### src/rtl/irq_agg_pkg.sv
package irq_agg_pkg;

    localparam int NUM_SRC  = 13;
    localparam int DATA_W   = 16;
    localparam int ADDR_W   = 6;
    localparam int LVL_W    = 4;

    // Fixed placement of each line in the pending/mask word.
    function automatic int src_bit(input int n);
        case (n)
            0:       return 11;
            1:       return 9;
            2:       return 8;
            3:       return 12;
            4:       return 10;
            5:       return 6;
            6:       return 5;
            7:       return 4;
            8:       return 7;
            9:       return 14;
            10:      return 13;
            11:      return 0;
            default: return 15;
        endcase
    endfunction

    typedef struct packed {
        logic [DATA_W-1:0] mask;
        logic [DATA_W-1:0] port;
        logic [DATA_W-1:0] rdata;
        logic              pwr;
    } win_state_t;

endpackage

### src/rtl/irq_pending_tracker.sv
module irq_pending_tracker
    import irq_agg_pkg::*;
#(
    parameter int N_SRC = NUM_SRC,
    parameter int W     = DATA_W
) (
    input  logic             clk,
    input  logic             rst_n,
    input  logic [N_SRC-1:0] lines_i,
    output logic [W-1:0]     pend_d_o,
    output logic [W-1:0]     pend_q_o
);

    logic [W-1:0] pend_d, pend_q;

    always_comb begin
        pend_d = '0;
        for (int n = 0; n < N_SRC; n++) begin
            pend_d[src_bit(n)] = lines_i[n];
        end
    end

    always_ff @(posedge clk) begin
        if (!rst_n) pend_q <= '0;
        else        pend_q <= pend_d;
    end

    assign pend_d_o = pend_d;
    assign pend_q_o = pend_q;

    // Bits 1..3 carry no line.
    assert_spare_bits_R2: assert property (@(posedge clk) disable iff (!rst_n)
        pend_q[3:1] == 3'b000);

    // Pending bit of line 0 follows the line one edge later.
    assert_line0_follow_R3: assert property (@(posedge clk) disable iff (!rst_n)
        lines_i[0] |=> pend_q[11]);

endmodule

### src/rtl/irq_prio_select.sv
module irq_prio_select
    import irq_agg_pkg::*;
#(
    parameter int N_SRC = NUM_SRC,
    parameter int W     = DATA_W,
    parameter int LW    = LVL_W
) (
    input  logic [W-1:0]  cand_i,
    output logic [LW-1:0] level_o
);

    localparam logic [LW-1:0] NONE_LVL = {LW{1'b1}};

    logic [N_SRC-1:0] hit;

    generate
        for (genvar g = 0; g < N_SRC; g++) begin : g_hit
            assign hit[g] = cand_i[src_bit(g)];
        end
    endgenerate

    always_comb begin
        level_o = NONE_LVL;
        for (int n = N_SRC - 1; n >= 0; n--) begin
            if (hit[n]) level_o = LW'(n);
        end
    end

endmodule

### src/rtl/irq_reg_window.sv
module irq_reg_window
    import irq_agg_pkg::*;
#(
    parameter int                W        = DATA_W,
    parameter int                AW       = ADDR_W,
    parameter logic [AW-1:0]     OFS_MASK = 6'h00,
    parameter logic [AW-1:0]     OFS_PWR  = 6'h30,
    parameter logic [AW-1:0]     OFS_VER  = 6'h32,
    parameter logic [AW-1:0]     OFS_PORT = 6'h36,
    parameter logic [W-1:0]      VER_VAL  = 16'h0010
) (
    input  logic          clk,
    input  logic          rst_n,
    input  logic          sel_i,
    input  logic          we_i,
    input  logic [AW-1:0] addr_i,
    input  logic [W-1:0]  wdata_i,
    output logic [W-1:0]  rdata_o,
    output logic [W-1:0]  mask_d_o,
    output logic [W-1:0]  mask_q_o,
    output logic [W-1:0]  port_o,
    output logic          pwr_o
);

    win_state_t st_d, st_q;
    logic wr, rd;

    assign wr = sel_i &&  we_i;
    assign rd = sel_i && !we_i;

    always_comb begin
        st_d       = st_q;
        st_d.rdata = '0;
        st_d.pwr   = 1'b0;
        if (wr) begin
            unique case (addr_i)
                OFS_MASK: st_d.mask = wdata_i;
                OFS_PORT: st_d.port = wdata_i;
                OFS_PWR:  st_d.pwr  = wdata_i[0];
                default:  ;
            endcase
        end
        if (rd) begin
            unique case (addr_i)
                OFS_MASK: st_d.rdata = st_q.mask;
                OFS_PORT: st_d.rdata = st_q.port;
                OFS_VER:  st_d.rdata = VER_VAL;
                default:  st_d.rdata = '0;
            endcase
        end
    end

    always_ff @(posedge clk) begin
        if (!rst_n) st_q <= '0;
        else        st_q <= st_d;
    end

    assign rdata_o  = st_q.rdata;
    assign mask_d_o = st_d.mask;
    assign mask_q_o = st_q.mask;
    assign port_o   = st_q.port;
    assign pwr_o    = st_q.pwr;

    assert_pwr_single_R8: assert property (@(posedge clk) disable iff (!rst_n)
        pwr_o |=> !pwr_o);

    assert_ver_read_R9: assert property (@(posedge clk) disable iff (!rst_n)
        (rd && addr_i == OFS_VER) |=> rdata_o == VER_VAL);

    assert_idle_rdata_R11: assert property (@(posedge clk) disable iff (!rst_n)
        !rd |=> rdata_o == '0);

    assert_mask_store_R6: assert property (@(posedge clk) disable iff (!rst_n)
        (wr && addr_i == OFS_MASK) |=> mask_q_o == $past(wdata_i));

endmodule

### src/rtl/irq_level_aggregator.sv
module irq_level_aggregator
    import irq_agg_pkg::*;
(
    input  logic               clk,
    input  logic               rst_n,
    input  logic [NUM_SRC-1:0] irq_lines,
    input  logic               bus_sel,
    input  logic               bus_we,
    input  logic [ADDR_W-1:0]  bus_addr,
    input  logic [DATA_W-1:0]  bus_wdata,
    output logic [DATA_W-1:0]  bus_rdata,
    output logic [DATA_W-1:0]  gp_port,
    output logic               pwr_down_req,
    output logic [LVL_W-1:0]   irq_level
);

    localparam logic [LVL_W-1:0] INV = {LVL_W{1'b1}};

    logic [DATA_W-1:0] pend_d, pend_q, mask_d, mask_q;
    logic [LVL_W-1:0]  sel_lvl;
    logic [LVL_W-1:0]  out_d, out_q;

    irq_pending_tracker u_track (
        .clk      (clk),
        .rst_n    (rst_n),
        .lines_i  (irq_lines),
        .pend_d_o (pend_d),
        .pend_q_o (pend_q)
    );

    irq_reg_window u_win (
        .clk      (clk),
        .rst_n    (rst_n),
        .sel_i    (bus_sel),
        .we_i     (bus_we),
        .addr_i   (bus_addr),
        .wdata_i  (bus_wdata),
        .rdata_o  (bus_rdata),
        .mask_d_o (mask_d),
        .mask_q_o (mask_q),
        .port_o   (gp_port),
        .pwr_o    (pwr_down_req)
    );

    // Selection uses next-state pending and mask so the level moves on
    // the same edge that stores them.
    irq_prio_select u_sel (
        .cand_i  (pend_d & mask_d),
        .level_o (sel_lvl)
    );

    always_comb begin
        out_d = sel_lvl ^ INV;
    end

    always_ff @(posedge clk) begin
        if (!rst_n) out_q <= '0;
        else        out_q <= out_d;
    end

    assign irq_level = out_q;

    assert_idle_level_R4: assert property (@(posedge clk) disable iff (!rst_n)
        ((pend_q & mask_q) == '0) |-> irq_level == '0);

    assert_top_line_R5: assert property (@(posedge clk) disable iff (!rst_n)
        (pend_q[11] && mask_q[11]) |-> irq_level == 4'hF);

    assert_spare_mask_R2: assert property (@(posedge clk) disable iff (!rst_n)
        ((pend_q & mask_q & 16'hFFF1) == '0) |-> irq_level == '0);

endmodule

### config.mk
export PLATFORM = sky130hd
export DESIGN_NAME = irq_level_aggregator
export DESIGN_NICKNAME = d
export VERILOG_FILES = /design/src/rtl/irq_agg_pkg.sv /design/src/rtl/irq_pending_tracker.sv /design/src/rtl/irq_prio_select.sv /design/src/rtl/irq_reg_window.sv /design/src/rtl/irq_level_aggregator.sv
export SDC_FILE = /design/constraint.sdc
export NUM_CORES = 1
export LEC_CHECK = 0
export BUFFER_PORTS_ARGS = -buffer_cell sky130_fd_sc_hd__buf_2
export CORE_MARGIN = 4
export CORE_UTILIZATION = 45
export DETAILED_ROUTE_END_ITERATION = 10
export GPL_TIMING_DRIVEN = 0
export HOLD_SLACK_MARGIN = 0.05
export PLACE_DENSITY_LB_ADDON = 0.05
export SYNTH_ARGS = -nofsm -noshare
export SYNTH_HDL_FRONTEND = slang
export SYNTH_SLANG_ARGS = --single-unit
### constraint.sdc
create_clock -name clk -period 2.13 [get_ports clk]
set_clock_uncertainty 0.05 [all_clocks]
set_input_delay 0.213 -clock clk [delete_from_list [all_inputs] [get_ports clk]]
set_output_delay 0.213 -clock clk [all_outputs]
set_load 0.05 [all_outputs]
==> report_table.html <==
<table>
<tr><th>Metric</th><th>Value</th></tr>
<tr><th colspan="2">Detailed routing</th></tr>
<tr><td>Via count of the routed design</td><td>2168</td></tr>
<tr><td>Post-route ant nets</td><td>0</td></tr>
<tr><td>Via-per-instance ratio</td><td>5.237</td></tr>
<tr><td>Number of iterations in the first detailed-routing pass</td><td>5</td></tr>
<tr><td>First-iteration detailed-routing DRC count</td><td>86</td></tr>
<tr><td>DRC violation count after routing</td><td>0</td></tr>
<tr><td>Overall routed net length</td><td>6.287 mm</td></tr>
<tr><td>Wire length per cell after detailed routing</td><td>15.19 um</td></tr>
<tr><th colspan="2">Critical path</th></tr>
<tr><td>CP Buf/Inv Count</td><td>3</td></tr>
<tr><td>Reg-to-reg critical path endpoint</td><td>irq_level[1]</td></tr>
<tr><td>Number of cells on the worst reg-to-reg path</td><td>6</td></tr>
<tr><td>Reg-to-reg slack, setup</td><td>0.74 ns</td></tr>
<tr><td>Cell type of the slowest stage on the worst timing path</td><td>nor2_2</td></tr>
<tr><td>Crit Path Category</td><td>primary input to register</td></tr>
<tr><td>Peak per-stage delay on the critical path</td><td>0.35 ns</td></tr>
<tr><td>Element type at the critical path start</td><td>primary input</td></tr>
<tr><td>Critical path arrival</td><td>2.02 ns</td></tr>
<tr><td>Worst reg2reg startpoint</td><td>u_win.mask_q_o[13]</td></tr>
<tr><td>Highest net fanout along the worst path</td><td>10</td></tr>
<tr><td>Crit-path leading delay family</td><td>simple AND/OR/NAND/NOR gates</td></tr>
<tr><td>Data required time of the worst path</td><td>2.32 ns</td></tr>
<tr><td>Most numerous cell on the critical path</td><td>buf_2</td></tr>
<tr><td>Worst Setup End Kind</td><td>register</td></tr>
<tr><td>Cell breakdown of the critical path</td><td>buf_2, nor2_1, nand4_1, nor2_2, and3_1, clkbuf_1, buf_2, nand2_1, a21oi_1</td></tr>
<tr><th colspan="2">Synthesis</th></tr>
<tr><td>Synth async-reset ratio</td><td>0%</td></tr>
<tr><td>Register bit total from synthesis</td><td>53</td></tr>
<tr><td>Cell area after synthesis</td><td>2206 um2</td></tr>
<tr><td>Post-synthesis average cell area</td><td>8.356 um2</td></tr>
<tr><td>Most used flip-flop cell after synthesis</td><td>dfxtp_1</td></tr>
<tr><td>Synthesized Nets</td><td>303</td></tr>
<tr><td>Count of yosys warnings during synthesis</td><td>0</td></tr>
<tr><td>Sequential area share after synthesis</td><td>48.10%</td></tr>
<tr><td>Number of synthesized flops with an enable pin</td><td>0</td></tr>
<tr><td>Cell count after synthesis</td><td>264</td></tr>
<tr><td>Netlist cell types</td><td>36</td></tr>
<tr><th colspan="2">Floorplanning</th></tr>
<tr><td># IOs</td><td>76</td></tr>
<tr><td>Vertical extent of the die</td><td>78.02 um</td></tr>
<tr><td>Area of the die</td><td>6086 um2</td></tr>
<tr><td>Number of core rows</td><td>25</td></tr>
<tr><td>Initial core utilization</td><td>46.70%</td></tr>
<tr><td>Core area</td><td>4723 um2</td></tr>
<tr><td>Die X-Extent</td><td>78.02 um</td></tr>
<tr><th colspan="2">Global routing</th></tr>
<tr><td>Pin count of the biggest net entering global routing</td><td>19</td></tr>
<tr><td>Antenna violations before repair</td><td>0</td></tr>
<tr><td>Total Routing Usage GR</td><td>21.86%</td></tr>
<tr><td>First-pass GRT wire length</td><td>10.47 mm</td></tr>
<tr><td>Vias in the first global route</td><td>2129</td></tr>
<tr><td>Final global-route overflow total</td><td>0</td></tr>
<tr><th colspan="2">Status</th></tr>
<tr><td>Status</td><td>finished, final reports clean</td></tr>
<tr><th colspan="2">Finish</th></tr>
<tr><td>Post-synthesis to final-layout area growth</td><td>25.07%</td></tr>
<tr><td>Nets</td><td>385</td></tr>
<tr><td>Antenna Cells</td><td>0</td></tr>
<tr><td>Area occupied by multi-input gates</td><td>1054 um2</td></tr>
<tr><td>Fraction of final layout cells sized beyond drive strength 1</td><td>28.82%</td></tr>
<tr><td>Fillers</td><td>478</td></tr>
<tr><td>Number of cells in the finished layout apart from fillers</td><td>414</td></tr>
<tr><td>Final Util</td><td>58.41%</td></tr>
<tr><td>Commonest cells after routing, fill and taps aside</td><td>79 x buf_2, 67 x nand2_1, 53 x dfxtp_1, 30 x a21oi_1, 27 x nor2_1</td></tr>
<tr><td>Storage cell area</td><td>1061 um2</td></tr>
<tr><td>Most common cell after layout, fill and taps aside</td><td>buf_2</td></tr>
<tr><th colspan="2">CTS</th></tr>
<tr><td>Post-CTS setup repair buffer count</td><td>0</td></tr>
<tr><td>Inserted Clock Buffers</td><td>5</td></tr>
<tr><td>Count of clock tree sinks</td><td>53</td></tr>
<tr><td>Total number of H-tree levels</td><td>2</td></tr>
<tr><td>Clock Pin Slew Worst Setup and Hold Paths</td><td>0.11 ns</td></tr>
<tr><td>Master cell of the clock root buffer</td><td>clkbuf_8</td></tr>
<tr><td>Clock latency on the worst-skew pair</td><td>0.31 ns</td></tr>
<tr><td>Largest buffer count on any clock path</td><td>2</td></tr>
<tr><td>CTS tree</td><td>yes</td></tr>
<tr><td>Cts-stage hold buffer count</td><td>0</td></tr>
<tr><td>Number of resized instances in the post-cts repair step</td><td>0</td></tr>
<tr><th colspan="2">Pwr</th></tr>
<tr><td>Worst voltage drop across the vdd grid</td><td>0.3950 mV</td></tr>
<tr><td>PD cells</td><td>614.3 nW/um2</td></tr>
<tr><td>Leak Pwr</td><td>1.174 nW</td></tr>
<tr><th colspan="2">Place</th></tr>
<tr><td>Global placer's final weighted congestion</td><td>0.8229</td></tr>
<tr><td>DP Cell Count</td><td>406</td></tr>
<tr><td>Number of buffers added on ports</td><td>75</td></tr>
<tr><td>Detail Placement HPWL</td><td>4.672 mm</td></tr>
<tr><th colspan="2">Min path</th></tr>
<tr><td>Startpoint of the worst hold path</td><td>bus_wdata[2]</td></tr>
<tr><td>Capture endpoint of the worst hold path</td><td>u_win.port_o[2]</td></tr>
<tr><td>Hold Crit Depth</td><td>3</td></tr>
<tr><td>Classification of the worst-slack hold path</td><td>primary input to register</td></tr>
<tr><th colspan="2">STA</th></tr>
<tr><td>Time the final worst path needs with I/O delays and setup</td><td>1.828 ns</td></tr>
<tr><td>Number of max-slew violations in the final report</td><td>0</td></tr>
<tr><td>Min Hold Slack</td><td>0.08228 ns</td></tr>
<tr><td>Worst-margin pin slew</td><td>0.6269 ns</td></tr>
<tr><td>F_max</td><td>547.1 MHz</td></tr>
<tr><td>Number of hold violations in the final report</td><td>0</td></tr>
<tr><td>Normalized max-slew margin</td><td>58.21%</td></tr>
<tr><td>Part of the cycle the worst path needs</td><td>85.82%</td></tr>
<tr><td>Setup repair after global routing missed its margin</td><td>no</td></tr>
<tr><td>Final setup viols</td><td>0</td></tr>
<tr><th colspan="2">Run</th></tr>
<tr><td>Number of max-cap violations</td><td>0</td></tr>
</table>
==> logic make-up (layout without fill, tap and decap cells) <==
kind of cell	Yosys count	after routing	synth area share [%]
AO/OA/AOI/OAI	65	65	19.97
buffers and inverters	20	103	4.141
flip-flops	53	53	48.10
multiplexers	11	11	5.388
AND/OR/NAND/NOR	115	115	22.40
==> layout make-up <==
| type | count | share of cell area, % |
|---|---|---|
| well taps | 67 | 3.039 |
| clock buffers | 5 | 2.494 |
| repair buffers | 75 | 13.61 |
| multi-input cells | 191 | 38.19 |
| clock inverters | 3 | 0.9070 |
| flip-flops and latches | 53 | 38.46 |
| plain buffers | 14 | 2.494 |
| inverters | 6 | 0.8163 |
==> through the flow <==
step | setup TNS, ns | setup slack (ns) | power, mW | cell area [um2]
after floorplan | 0 | 0.3746 | 1.051 | 2206
after global placement | -0.1864 | -0.02702 | 1.121 | 2665
after detailed placement | -0.3530 | -0.04538 | 1.121 | 2665
after CTS | 0 | 0.2769 | 1.700 | 2759
after global routing | 0 | 0.1108 | 1.774 | 2759
final | 0 | 0.3021 | 1.695 | 2759
==> power breakdown <==
part           switching [mW]  total [mW]  leakage (nW)  internal, mW
Combinational          0.0670       0.106         0.702        0.0385
Sequential            0.00125       0.994         0.427         0.992
Clock                   0.358       0.596        0.0447         0.238
Total                   0.426        1.69          1.17          1.27
==> routing by layer <==
| layer | vias up | GRT usage [%] | share of wire, % |
|---|---|---|---|
| met5 | - | 0 | 0 |
| li1 | 1082 | - | - |
| met4 | 0 | 4.720 | 0.67 |
| met1 | 1008 | 29.00 | 44 |
| met2 | 73 | 36.47 | 48 |
| met3 | 5 | 4.931 | 7.4 |
==> flip-flops by register name (all words and copies together), names as in the netlist <==
name            flops
irq_level           4
u_win.mask_q_o     16
u_win.port_o       16
u_win.pwr_o         1
u_win.rdata_o      16
==> worst reg2reg max path, stage by stage, from the launching register on <==
cell and delay, ns:
dfxtp_1 0.35, nand2_1 0.10, nand4_1 0.11, a221o_1 0.33
a21oi_1 0.12, o21ai_0 0.09, a21oi_1 0.17
==> cell usage after synthesis, types with 2 or more instances <==
master | n | area (um2)
a221o_1 | 2 | 20.02
clkbuf_1 | 8 | 30.03
a21oi_1 | 30 | 150.1
a22oi_1 | 17 | 127.6
a31oi_1 | 3 | 18.77
nand2_1 | 67 | 251.5
inv_1 | 6 | 22.52
a221oi_1 | 3 | 26.28
nor2_1 | 27 | 101.4
and3_1 | 2 | 12.51
dfxtp_1 | 53 | 1061
nand3_1 | 3 | 15.01
nand2b_1 | 2 | 12.51
and2_1 | 4 | 25.02
nand4_1 | 4 | 25.02
a21oi_2 | 2 | 17.52
mux2_2 | 3 | 33.78
buf_2 | 4 | 20.02
mux2i_1 | 7 | 70.07
==> worst max path at each step <==
| stage | depth (start not counted) | start | to | slack [ns] |
|---|---|---|---|---|
| global placement | 9 | bus_addr[0] | u_win.port_o[7] | -0.03 |
| global route | 9 | bus_addr[0] | u_win.port_o[14] | 0.11 |
| detailed placement | 9 | bus_addr[0] | u_win.port_o[8] | -0.05 |
| floorplan | 7 | bus_addr[0] | irq_level[2] | 0.37 |
| CTS | 9 | bus_addr[0] | u_win.port_o[13] | 0.28 |
| finish | 9 | bus_addr[0] | u_win.port_o[8] | 0.30 |
(Power assumes the default switching activity.)
